--- src/rtl/ipu_pkg.sv ---
package ipu_pkg;
  localparam int unsigned MAX_CPUS  = 4;
  localparam int unsigned DATA_W    = 32;
  localparam int unsigned IPI_REQ_LSB = 12;
  localparam int unsigned IPI_CLR_LSB = 8;
  localparam int unsigned TMR_CLR_LSB = 4;
  localparam int unsigned NXM_ACK_BIT = 28;
  localparam int unsigned CPU_ID_W  = 2;

  typedef enum logic [1:0] {
    REG_CTRL     = 2'd0,
    REG_IPI_STAT = 2'd1,
    REG_TMR_STAT = 2'd2,
    REG_IPI_REQ  = 2'd3
  } ipu_reg_e;
endpackage

--- src/rtl/ipu_write_decode.sv ---
module ipu_write_decode
  import ipu_pkg::*;
#(
  parameter int unsigned NUM_CPUS = 4
) (
  input  logic              wr_en,
  input  logic [1:0]        addr,
  input  logic [DATA_W-1:0] wdata,
  output logic [NUM_CPUS-1:0] ipi_set,
  output logic [NUM_CPUS-1:0] ipi_clr,
  output logic [NUM_CPUS-1:0] tmr_clr,
  output logic              bad_write
);
  ipu_reg_e sel;
  logic [MAX_CPUS-1:0] f_req, f_clr, f_tclr, f_low;

  assign sel    = ipu_reg_e'(addr);
  assign f_req  = wdata[IPI_REQ_LSB +: MAX_CPUS];
  assign f_clr  = wdata[IPI_CLR_LSB +: MAX_CPUS];
  assign f_tclr = wdata[TMR_CLR_LSB +: MAX_CPUS];
  assign f_low  = wdata[0 +: MAX_CPUS];

  always_comb begin
    ipi_set   = '0;
    ipi_clr   = '0;
    tmr_clr   = '0;
    bad_write = 1'b0;
    if (wr_en) begin
      unique case (sel)
        REG_CTRL: begin
          ipi_set = f_req[NUM_CPUS-1:0];
          ipi_clr = f_clr[NUM_CPUS-1:0];
          tmr_clr = f_tclr[NUM_CPUS-1:0];
          bad_write = (f_req == '0) && (f_clr == '0) && (f_tclr == '0)
                      && !wdata[NXM_ACK_BIT];
        end
        REG_IPI_STAT: begin
          ipi_clr   = f_low[NUM_CPUS-1:0];
          bad_write = (f_low == '0);
        end
        REG_TMR_STAT: begin
          tmr_clr   = f_low[NUM_CPUS-1:0];
          bad_write = (f_low == '0);
        end
        REG_IPI_REQ: begin
          ipi_set   = f_low[NUM_CPUS-1:0];
          bad_write = (f_low == '0);
        end
        default: ;
      endcase
    end
  end
endmodule

--- src/rtl/ipu_flag_bank.sv ---
module ipu_flag_bank #(
  parameter int unsigned N          = 4,
  parameter bit          SET_WINS   = 1'b0
) (
  input  logic         clk,
  input  logic         rst_n,
  input  logic [N-1:0] set,
  input  logic [N-1:0] clr,
  output logic [N-1:0] q
);
  logic [N-1:0] q_next;
  logic         upd_en;

  generate
    if (SET_WINS) begin : g_set_wins
      always_comb q_next = (q & ~clr) | set;
    end else begin : g_clr_wins
      always_comb q_next = (q | set) & ~clr;
    end
  endgenerate

  assign upd_en = |{set, clr};

  always_ff @(posedge clk or negedge rst_n) begin
    if (!rst_n)      q <= '0;
    else if (upd_en) q <= q_next;
  end

  // flags only move when a set or clear is presented
  p_hold_idle_r2: assert property (@(posedge clk) disable iff (!rst_n)
    (set == '0 && clr == '0) |=> $stable(q));
endmodule

--- src/rtl/ipu_readback.sv ---
module ipu_readback
  import ipu_pkg::*;
#(
  parameter int unsigned NUM_CPUS = 4
) (
  input  logic                clk,
  input  logic                rst_n,
  input  logic                rd_en,
  input  logic [1:0]          addr,
  input  logic [CPU_ID_W-1:0] cpu,
  input  logic [NUM_CPUS-1:0] ipi,
  input  logic [NUM_CPUS-1:0] tmr,
  output logic                rd_valid,
  output logic [DATA_W-1:0]   rd_data
);
  logic [DATA_W-1:0] data_next;

  always_comb begin
    data_next = '0;
    unique case (ipu_reg_e'(addr))
      REG_CTRL: begin
        data_next[IPI_CLR_LSB +: NUM_CPUS] = ipi;
        data_next[TMR_CLR_LSB +: NUM_CPUS] = tmr;
        data_next[0 +: CPU_ID_W]           = cpu;
      end
      REG_IPI_STAT: data_next[0 +: NUM_CPUS] = ipi;
      REG_TMR_STAT: data_next[0 +: NUM_CPUS] = tmr;
      default:      data_next = '0;
    endcase
  end

  always_ff @(posedge clk or negedge rst_n) begin
    if (!rst_n) rd_valid <= 1'b0;
    else        rd_valid <= rd_en;
  end

  always_ff @(posedge clk or negedge rst_n) begin
    if (!rst_n)     rd_data <= '0;
    else if (rd_en) rd_data <= data_next;
  end

  // read data is valid exactly one cycle after a read request
  p_rd_latency_r8: assert property (@(posedge clk) disable iff (!rst_n)
    rd_valid |-> $past(rd_en));
endmodule

--- src/rtl/ipi_timer_intr_unit.sv ---
module ipi_timer_intr_unit
  import ipu_pkg::*;
#(
  parameter int unsigned NUM_CPUS = 4
) (
  input  logic                clk,
  input  logic                rst_n,
  input  logic                req_valid,
  input  logic                req_write,
  input  logic [1:0]          req_addr,
  input  logic [31:0]         req_wdata,
  input  logic [1:0]          req_cpu,
  input  logic                tick,
  output logic [NUM_CPUS-1:0] ipi_irq,
  output logic [NUM_CPUS-1:0] tmr_irq,
  output logic                warn_pulse,
  output logic                err_pulse,
  output logic                rd_valid,
  output logic [31:0]         rd_data
);
  logic                wr_en, rd_en;
  logic [NUM_CPUS-1:0] ipi_set, ipi_clr, tmr_clr, tmr_set;
  logic [NUM_CPUS-1:0] ipi_q, tmr_q;
  logic                bad_write, noeffect, warn_next, err_next;

  assign wr_en   = req_valid &&  req_write;
  assign rd_en   = req_valid && !req_write;
  assign tmr_set = {NUM_CPUS{tick}};

  ipu_write_decode #(.NUM_CPUS(NUM_CPUS)) u_dec (
    .wr_en     (wr_en),
    .addr      (req_addr),
    .wdata     (req_wdata),
    .ipi_set   (ipi_set),
    .ipi_clr   (ipi_clr),
    .tmr_clr   (tmr_clr),
    .bad_write (bad_write)
  );

  ipu_flag_bank #(.N(NUM_CPUS), .SET_WINS(1'b0)) u_ipi (
    .clk (clk), .rst_n (rst_n), .set (ipi_set), .clr (ipi_clr), .q (ipi_q)
  );

  ipu_flag_bank #(.N(NUM_CPUS), .SET_WINS(1'b1)) u_tmr (
    .clk (clk), .rst_n (rst_n), .set (tmr_set), .clr (tmr_clr), .q (tmr_q)
  );

  ipu_readback #(.NUM_CPUS(NUM_CPUS)) u_rd (
    .clk      (clk),
    .rst_n    (rst_n),
    .rd_en    (rd_en),
    .addr     (req_addr),
    .cpu      (req_cpu),
    .ipi      (ipi_q),
    .tmr      (tmr_q),
    .rd_valid (rd_valid),
    .rd_data  (rd_data)
  );

  // a request to a pending flag, or a clear of an idle one not requested now
  assign noeffect  = |((ipi_set & ipi_q) | (ipi_clr & ~(ipi_q | ipi_set)));
  assign warn_next = noeffect;
  assign err_next  = bad_write;

  always_ff @(posedge clk or negedge rst_n) begin
    if (!rst_n) begin
      warn_pulse <= 1'b0;
      err_pulse  <= 1'b0;
    end else begin
      warn_pulse <= warn_next;
      err_pulse  <= err_next;
    end
  end

  assign ipi_irq = ipi_q;
  assign tmr_irq = tmr_q;

  // a tick leaves every present timer line high
  p_tick_sets_r5: assert property (@(posedge clk) disable iff (!rst_n)
    tick |=> (&tmr_irq));
  // dedicated request for processor 0 raises its line
  p_req_posts_r4: assert property (@(posedge clk) disable iff (!rst_n)
    (req_valid && req_write && req_addr == 2'd3 && req_wdata[0]) |=> ipi_irq[0]);
  // clear wins over a request in the same control write
  p_clear_wins_r3: assert property (@(posedge clk) disable iff (!rst_n)
    (req_valid && req_write && req_addr == 2'd0 && req_wdata[12] && req_wdata[8])
    |=> !ipi_irq[0]);
  // an error pulse always follows a write
  p_err_after_write_r7: assert property (@(posedge clk) disable iff (!rst_n)
    err_pulse |-> $past(req_valid && req_write));
  // a warning always follows a write
  p_warn_after_write_r6: assert property (@(posedge clk) disable iff (!rst_n)
    warn_pulse |-> $past(req_valid && req_write));
endmodule

--- config.mk ---
export PLATFORM = sky130hd
export DESIGN_NAME = ipi_timer_intr_unit
export DESIGN_NICKNAME = d
export VERILOG_FILES = /design/src/rtl/ipu_pkg.sv /design/src/rtl/ipu_write_decode.sv /design/src/rtl/ipu_flag_bank.sv /design/src/rtl/ipu_readback.sv /design/src/rtl/ipi_timer_intr_unit.sv
export SDC_FILE = /design/constraint.sdc
export NUM_CORES = 1
export LEC_CHECK = 0
export ABC_AREA = 1
export BUFFER_PORTS_ARGS = -buffer_cell sky130_fd_sc_hd__buf_2
export CAP_MARGIN = 5
export CORE_ASPECT_RATIO = 1.5
export CORE_MARGIN = 10
export CORE_UTILIZATION = 30
export CTS_CLUSTER_DIAMETER = 60
export DETAILED_ROUTE_END_ITERATION = 8
export GPL_TIMING_DRIVEN = 0
export SYNTH_ARGS = -nofsm -noshare
export SYNTH_HDL_FRONTEND = slang
export SYNTH_SLANG_ARGS = --single-unit
export TNS_END_PERCENT = 10
--- constraint.sdc ---
create_clock -name clk -period 0.89 [get_ports clk]
set_input_delay 0.178 -clock clk [delete_from_list [all_inputs] [get_ports clk]]
set_output_delay 0.178 -clock clk [all_outputs]
set_load 0.01 [all_outputs]
==> results of run 1 <==
==> area by class of cell <==
type,count,share of cell area
Timing Repair Buffer,64,0.204
Inverter,16,0.0319
Buffer,22,0.0775
Tap cell,66,0.0363
Clock buffer,3,0.0181
Multi-Input combinational cell,146,0.377
Clock inverter,1,0.00220
Sequential cell,23,0.253
==> state kept, by name, indices dropped and copies added, names as in the netlist <==
register       cells
warn_pulse         1
u_ipi.q            4
u_tmr.q            4
u_rd.rd_data      12
err_pulse          1
u_rd.rd_valid      1
==> power by group through the flow <==
stage	Combinational, mW	Clock, mW	Sequential [mW]
floorplan	0.417	0	1.32
detailed placement	0.823	0	1.27
CTS	0.989	0.660	1.25
finish	1.06	0.643	1.25
global route	1.16	0.708	1.27
global placement	0.816	0	1.26
==> per-layer routing <==
layer,vias up,GRT usage
li1,740,-
met1,658,0.120
met2,55,0.188
met3,9,0.0247
met4,0,0.0524
met5,-,0
==> worst min-delay path by stage <==
stage,start,end,cells past startpoint
final,tick,u_tmr.q[1],3
after global routing,tick,u_tmr.q[1],3
after CTS,tick,u_tmr.q[1],3
after detailed placement,rst_n,err_pulse,1
after global placement,rst_n,err_pulse,1
after floorplan,rst_n,err_pulse,0
==> cells in the mapped netlist, drive strengths merged <==
cell type and instances:
conb 1, o21ai 2, nor2 12, nand3b 1, o31ai 6, inv 16
nor3 2, a21oi 9, o211ai 2, dfrtp 23, o22ai 2, nand2 65
buf 23, a22o 2, ha 6, nand3 17
==> timing repair <==
item	CTS	global route
pin swaps	12	14
buffers inserted	13	2
resized for setup	26	29
endpoints found under the setup margin	41	42
hold buffers	1	0
endpoints found under the hold margin	23	0
gates cloned	1	0
==> metrics by stage <==
| step | utilization | worst slack (ns) | hold WS (ns) | setup TNS [ns] | cells |
|---|---|---|---|---|---|
| 5_1_grt | 0.477 | -0.177 | 0.173 | -3.78 | 341 |
| 3_5_place_dp | 0.396 | -0.515 | 0.180 | -8.23 | 322 |
| 6_report | 0.477 | -0.109 | 0.153 | -2.07 | 341 |
| 3_3_place_gp | 0.396 | -0.494 | 0.172 | -7.71 | 322 |
| 4_1_cts | 0.454 | -0.111 | 0.148 | -2.51 | 340 |
| 2_1_floorplan | - | -0.226 | -0.118 | -2.30 | 208 |
==> layout by cell type, fill, tap and decap left out, types with 4 or more instances in the layout <==
master / Yosys / layout
sky130_fd_sc_hd__nand2_1: 63 / 54
sky130_fd_sc_hd__inv_1: 15 / 10
sky130_fd_sc_hd__nand2_2: 1 / 9
sky130_fd_sc_hd__nand3_1: 16 / 13
sky130_fd_sc_hd__buf_2: 1 / 35
sky130_fd_sc_hd__buf_6: 1 / 14
sky130_fd_sc_hd__nand3_2: 1 / 4
sky130_fd_sc_hd__a21oi_2: 0 / 6
sky130_fd_sc_hd__conb_1: 1 / 20
sky130_fd_sc_hd__buf_4: 21 / 33
sky130_fd_sc_hd__o31ai_2: 0 / 4
sky130_fd_sc_hd__dfrtp_1: 23 / 23
sky130_fd_sc_hd__nor2_1: 10 / 9
==> cell families after synthesis <==
| logic type | count (synthesis) | share of synthesized area |
|---|---|---|
| AND/OR/NAND/NOR | 97 | 0.294 |
| flip-flops | 23 | 0.393 |
| other | 1 | 0.00256 |
| adder cells (fa/ha/maj) | 6 | 0.0513 |
| buffers and inverters | 39 | 0.160 |
| AO/OA/AOI/OAI | 23 | 0.0991 |
==> key figures, run 1 <==
Setup path
  • Worst setup path endpoint: ipi_irq[2]
  • Startpoint class of the critical path: register
  • Internal reg-to-reg setup slack: -0.07 ns
  • CP arrival: a little over 0.8 ns
  • Worst path cell trace: buf_6
  • Worst R2R End: warn_pulse
  • Largest delay contributor family on the critical path: flip-flops
  • Critical-path cell with the highest stage delay: sky130_fd_sc_hd__dfrtp_1
  • Critical path origin: u_ipi.q[2]
  • R2R Path Start: u_ipi.q[2]
  • Number of cells on the worst reg-to-reg path: 5
  • Nature of the critical path endpoint: output pin
  • Crit-path max FO: 3
  • Critical path depth in cells: 1
  • Delay of the slowest cell on the worst path: about 0.42 ns
  • Crit Path Category: reg2out
  • Worst endpoint required time: 0.71 ns
  • CP Buf/Inv Count: 1

Status
  • Violated checks: setup timing
  • Run status: finished, violations left

Place
  • Global placer's final weighted congestion: ~0.82
  • Quantity of I/O buffers inserted on ports: 48
  • Placed Instance Area: 0.00189 mm2
  • Placed wire-length estimate after detailed placement: around 3.6 mm

Synth
  • Synth top area cells: sky130_fd_sc_hd__dfrtp_1, sky130_fd_sc_hd__nand2_1, sky130_fd_sc_hd__buf_4
  • Post-synthesis average cell area: ~7.7 um2
  • Sequential element share of the synthesized area: 0.393
  • Synth Cell Area: about 0.0015 mm2
  • Fraction of post-synthesis cell area in the top cell type by area: 0.393
  • Cell count after synthesis: around 190
  • Number of storage elements in the synthesis netlist: 23
  • Cell variety after synth: 24
  • Yosys warning total: 0
  • Cell taking the most area after synthesis: sky130_fd_sc_hd__dfrtp_1

GRT
  • Total GRT Usage: 0.108
  • Number of global-route vias before repair: ~1600
  • First-pass GRT wire length: around 7.3 mm
  • Largest net degree at the start of global routing: 24
  • Congestion Overflow GR: 0
  • Initial antenna violation count: 0

Route
  • Violation count after the first detailed-route iteration: ~70
  • Avg Vias per Cell: between 4 and 5
  • Detail Route met2 WL: 2.17 mm
  • Routed via count: between 1000 and 1500
  • Routed wire length per instance: approximately 13 um
  • Uppermost routed layer: met4
  • Drt first pass iters: 4
  • Routed metal-1 wire length: 1.84 mm
  • Met3 wire len: ~240 um
  • DRC violation count after routing: 0
  • Wire length after detailed routing: roughly 4.4 mm
  • Post-DRT Antenna Nets: 0

Power
  • Power share of the combinational group: 0.358
  • Power density over the cells: roughly 1300 mW/mm2
  • Proportion of power drawn by flip-flops and latches: 0.424
  • Net switching fraction of the power: 0.328
  • Internal cell power: 1.98 mW
  • Total power of the final layout: between 2 and 3 mW
  • Switch Pwr: between 0.9 and 1 mW
  • Leakage power total: about 1.2 nW
  • Portion of total power attributed to the clock network: 0.218
  • Maximum VDD drop: approximately 0.00049 V

Timing
  • Maximum achievable frequency: about 1000 MHz
  • RSZ-0062 raised after global routing: yes
  • Worst Setup Slack, final: -0.109 ns
  • Final Slew Violations: 0
  • Final clock skew: 0.00912 ns
  • Final critical path time including I/O delays and setup: approximately 1 ns
  • Hold Vio Cnt, Final: 0
  • Least-Margin Pin Slew: roughly 0.51 ns
  • Final cycle utilization of the critical path: 1.12
  • Worst rel slew slack: 0.660
  • Setup violators final: 34

Die
  • Floorplan core area: between 0.004 and 0.005 mm2
  • Count of standard-cell rows: 31
  • Area of the die: 0.00813 mm2
  • Starting density of the core: 0.307
  • Height of the die: roughly 110 um
  • Boundary pin count: 84
  • Die Span X: just under 80 um

CTS
  • Clock Sinks: 23
  • Clk pin slew, worst setup/hold paths: roughly 0.08 ns
  • Clock insertion delay at the later pin of the skew report: between 0.2 and 0.3 ns
  • Clock tree from TritonCTS: yes
  • Root Buffer: sky130_fd_sc_hd__clkbuf_8
  • Number of CTS-inserted buffers: 3
  • Max clock buf depth: 2
  • Depth of the CTS H-tree: 1

Run
  • Max-cap viol count: 0

Finish
  • Proportion of layout cells with a drive suffix above 1: 0.465
  • Ant diodes: 0
  • Syn-to-layout area delta: 55.6%
  • Cell area after layout: 0.00228 mm2
  • Register Area: 576 um2
  • Final nets: between 300 and 400
  • Total of fill cells in the finished design: slightly below 500
  • Multi-input gate area: 860 um2

Min path
  • Class of the most critical hold timing path: in2reg
Power figures use the tool's default switching activity.
==> run 2, diff against run 1 <==
--- a/config.mk
+++ b/config.mk
@@ -16,5 +16,6 @@
 export GPL_TIMING_DRIVEN = 0
 export SYNTH_ARGS = -nofsm -noshare
 export SYNTH_HDL_FRONTEND = slang
+export SYNTH_HIERARCHICAL = 1
 export SYNTH_SLANG_ARGS = --single-unit
 export TNS_END_PERCENT = 10
==> key figures, run 2 <==
Synth
  • Fraction of post-synthesis cell area in the top cell type by area: 0.366
  • Cell taking the most area after synthesis: sky130_fd_sc_hd__dfrtp_1
  • Synth cell count leaders: sky130_fd_sc_hd__nand2_1, sky130_fd_sc_hd__nor2_1, sky130_fd_sc_hd__dfrtp_1, sky130_fd_sc_hd__buf_4, sky130_fd_sc_hd__inv_1
  • Yosys warning total: 6
  • Synth Cell Area: ~0.0016 mm2
  • Number of storage elements in the synthesis netlist: 23
  • Share of flip-flops with an asynchronous set or reset: 1.00
  • Sequential element share of the synthesized area: 0.366
  • Post-synthesis average cell area: 7.15 um2
  • Main flop type after synthesis: sky130_fd_sc_hd__dfrtp_1
  • Cell variety after synth: 20
  • Most common cell in the synthesized netlist: sky130_fd_sc_hd__nand2_1
  • Cell count after synthesis: 220
  • Synth top area cells: sky130_fd_sc_hd__dfrtp_1, sky130_fd_sc_hd__nand2_1, sky130_fd_sc_hd__buf_4
  • Number of flops mapped to enable cells by yosys: 0

Route
  • Avg Vias per Cell: between 3 and 4
  • Wire length after detailed routing: between 4 and 5 mm
  • DRC violation count after routing: 0
  • Violation count after the first detailed-route iteration: 75
  • Drt first pass iters: 5
  • Post-DRT Antenna Nets: 0
  • Routed via count: roughly 1500
  • Routed wire length per instance: ~12 um

Setup path
  • Largest delay contributor family on the critical path: simple AND/OR/NAND/NOR gates
  • Startpoint class of the critical path: primary input
  • CP Buf/Inv Count: 3
  • Crit Path Category: in2reg
  • Crit-path max FO: 5
  • Delay of the slowest cell on the worst path: 0.23 ns
  • Worst endpoint required time: 1.05 ns
  • Worst path cell trace: buf_12 > buf_12 > ha_1 > nand2_2 > a21oi_4 > buf_4 > nand2_1 > nand3_2 > nor2_1 > nand2_1
  • CP arrival: about 1.3 ns
  • Nature of the critical path endpoint: register
  • Critical-path cell with the highest stage delay: sky130_fd_sc_hd__ha_1

Timing
  • Maximum achievable frequency: between 800 and 900 MHz
  • Final clock skew: between 0.0005 and 0.0006 ns
  • Hold Vio Cnt, Final: 0
  • Final Slew Violations: 0
  • Aggregate negative setup slack: -2.64 ns
  • RSZ-0062 raised after global routing: yes
  • Setup violators final: 28
  • Final cycle utilization of the critical path: 1.25
  • Final critical path time including I/O delays and setup: about 1.1 ns
  • Worst Setup Slack, final: -0.227 ns

Place
  • Quantity of I/O buffers inserted on ports: 48
  • Placed wire-length estimate after detailed placement: 3.54 mm
  • Pre-CTS WS: -0.685 ns
  • Global placer's final weighted congestion: roughly 0.85

Die
  • Starting density of the core: 0.307
  • Floorplan core area: 0.00512 mm2
  • Count of standard-cell rows: 32
  • Area of the die: 0.00860 mm2
  • Boundary pin count: between 80 and 90
  • Height of the die: 109 um
  • Die Span X: 79.1 um

GRT
  • Congestion Overflow GR: 0
  • First-pass GRT wire length: between 7 and 8 mm
  • Total GRT Usage: 0.0999
  • Met3 Resource Use GR: 0.0354
  • Initial antenna violation count: 0
  • Met2 Use GR: 0.190
  • Most Crowded Layer GR: met2
  • Met1 capacity usage during global routing: 0.0939
  • Largest net degree at the start of global routing: 24
  • Number of global-route vias before repair: ~1600

Finish
  • Final core area utilization: 0.443
  • Max FFs per register: 12
  • Final nets: ~350
  • Most common cell after layout, fill and taps aside: sky130_fd_sc_hd__nand2_1
  • Ant diodes: 0
  • Proportion of layout cells with a drive suffix above 1: 0.369
  • Largest registers ranked by flip-flop count: u_rd/rd_data (12), u_ipi/q (4), u_tmr/q (4)
  • Syn-to-layout area delta: 44.3%
  • Register with the most flip-flops: u_rd/rd_data
  • Most frequent cells in the layout: sky130_fd_sc_hd__nand2_1, sky130_fd_sc_hd__buf_2, sky130_fd_sc_hd__buf_4

Min path
  • Class of the most critical hold timing path: in2reg

Status
  • Run status: finished, violations left
  • Violated checks: setup timing

CTS
  • Number of CTS-inserted buffers: 3
  • Clock tree from TritonCTS: yes
  • Clock insertion delay at the later pin of the skew report: around 0.26 ns
  • Clk pin slew, worst setup/hold paths: about 0.08 ns
  • Depth of the CTS H-tree: 1
  • Root Buffer: sky130_fd_sc_hd__clkbuf_8
  • Max clock buf depth: 2
  • Clock Sinks: 23

Power
  • Maximum VDD drop: around 0.0004 V
  • Power density over the cells: between 1000 and 1500 mW/mm2
  • Leakage power total: approximately 1.3 nW

Run
  • Max-cap viol count: 0
[run 2: changes by cell type after synthesis, moves of 3 or more]
cell / previous run / this run
sky130_fd_sc_hd__nand2_1: 63 / 87
sky130_fd_sc_hd__nor2_1: 10 / 24
sky130_fd_sc_hd__nand3_1: 16 / 10
sky130_fd_sc_hd__o31ai_1: 6 / 0
sky130_fd_sc_hd__a21oi_2: 0 / 5
sky130_fd_sc_hd__nand2_2: 1 / 5
sky130_fd_sc_hd__ha_1: 6 / 9
sky130_fd_sc_hd__inv_1: 15 / 18
[run 2: per-layer routing]
layer,routed length (um),up-vias,share of wire
met1,1590,628,0.37
met2,2230,49,0.52
li1,-,789,-
met5,0,-,0
met3,400,6,0.093
met4,84,0,0.019
[run 2: layout make-up]
type / count / area [um2]
buffer: 24 / 199
fill: 568 / 2850
clock inverter: 1 / 5.00
inverter: 20 / 100
multi-input combinational: 172 / 860
tap: 68 / 85.1
timing repair buffer: 58 / 404
sequential: 23 / 577
clock buffer: 3 / 41.3
[run 2: cells by family (layout without fill, tap and decap cells)]
kind of cell,count (synthesis),in the layout,share of synthesized area
AND/OR/NAND/NOR,130,130,0.336
buffers and inverters,44,106,0.171
flip-flops,23,23,0.366
AO/OA/AOI/OAI,13,13,0.0533
adder cells (fa/ha/maj),9,9,0.0715
other,1,20,0.00238
[run 2: final timing paths]
| kind | start | to | slack (ns) | depth (start not counted) |
|---|---|---|---|---|
| min in group asynchronous | rst_n | u_rd/rd_data[6] | 0.41 | 2 |
| max | req_addr[1] | warn_pulse | -0.23 | 10 |
| max in group asynchronous | rst_n | u_tmr/q[3] | 0.12 | 2 |
| min | req_write | u_rd/rd_valid | 0.10 | 2 |
| max reg2reg | u_ipi/q[2] | warn_pulse | -0.13 | 5 |
| min reg2reg | u_rd/rd_data[10] | u_rd/rd_data[10] | 0.48 | 2 |
[run 2: where the power goes]
group | internal, mW | switching, mW
combinational | 0.432 | 0.465
sequential | 1.16 | 0.113
clock | 0.312 | 0.320
total | 1.90 | 0.898
[run 2: per-stage QoR]
| step | total power [mW] | instances | hold slack, ns | instance area (um2) |
|---|---|---|---|---|
| global placement | 2.03 | 355 | 0.176 | 2000 |
| finish | 2.80 | 369 | 0.101 | 2270 |
| CTS | 2.81 | 367 | 0.0966 | 2210 |
| floorplan | 1.73 | 239 | -0.118 | 1680 |
| detailed placement | 2.04 | 355 | 0.178 | 2000 |
| global route | 3.00 | 369 | 0.106 | 2270 |
[run 2: timing repair]
action / in CTS / in global routing
endpoints found under the setup margin: 34 / 33
endpoints found under the hold margin: 23 / 0
hold buffers: 1 / 0
cloned: 0 / 0
setup buffers: 7 / 2
pin swaps: 6 / 1
gates resized for setup: 17 / 14
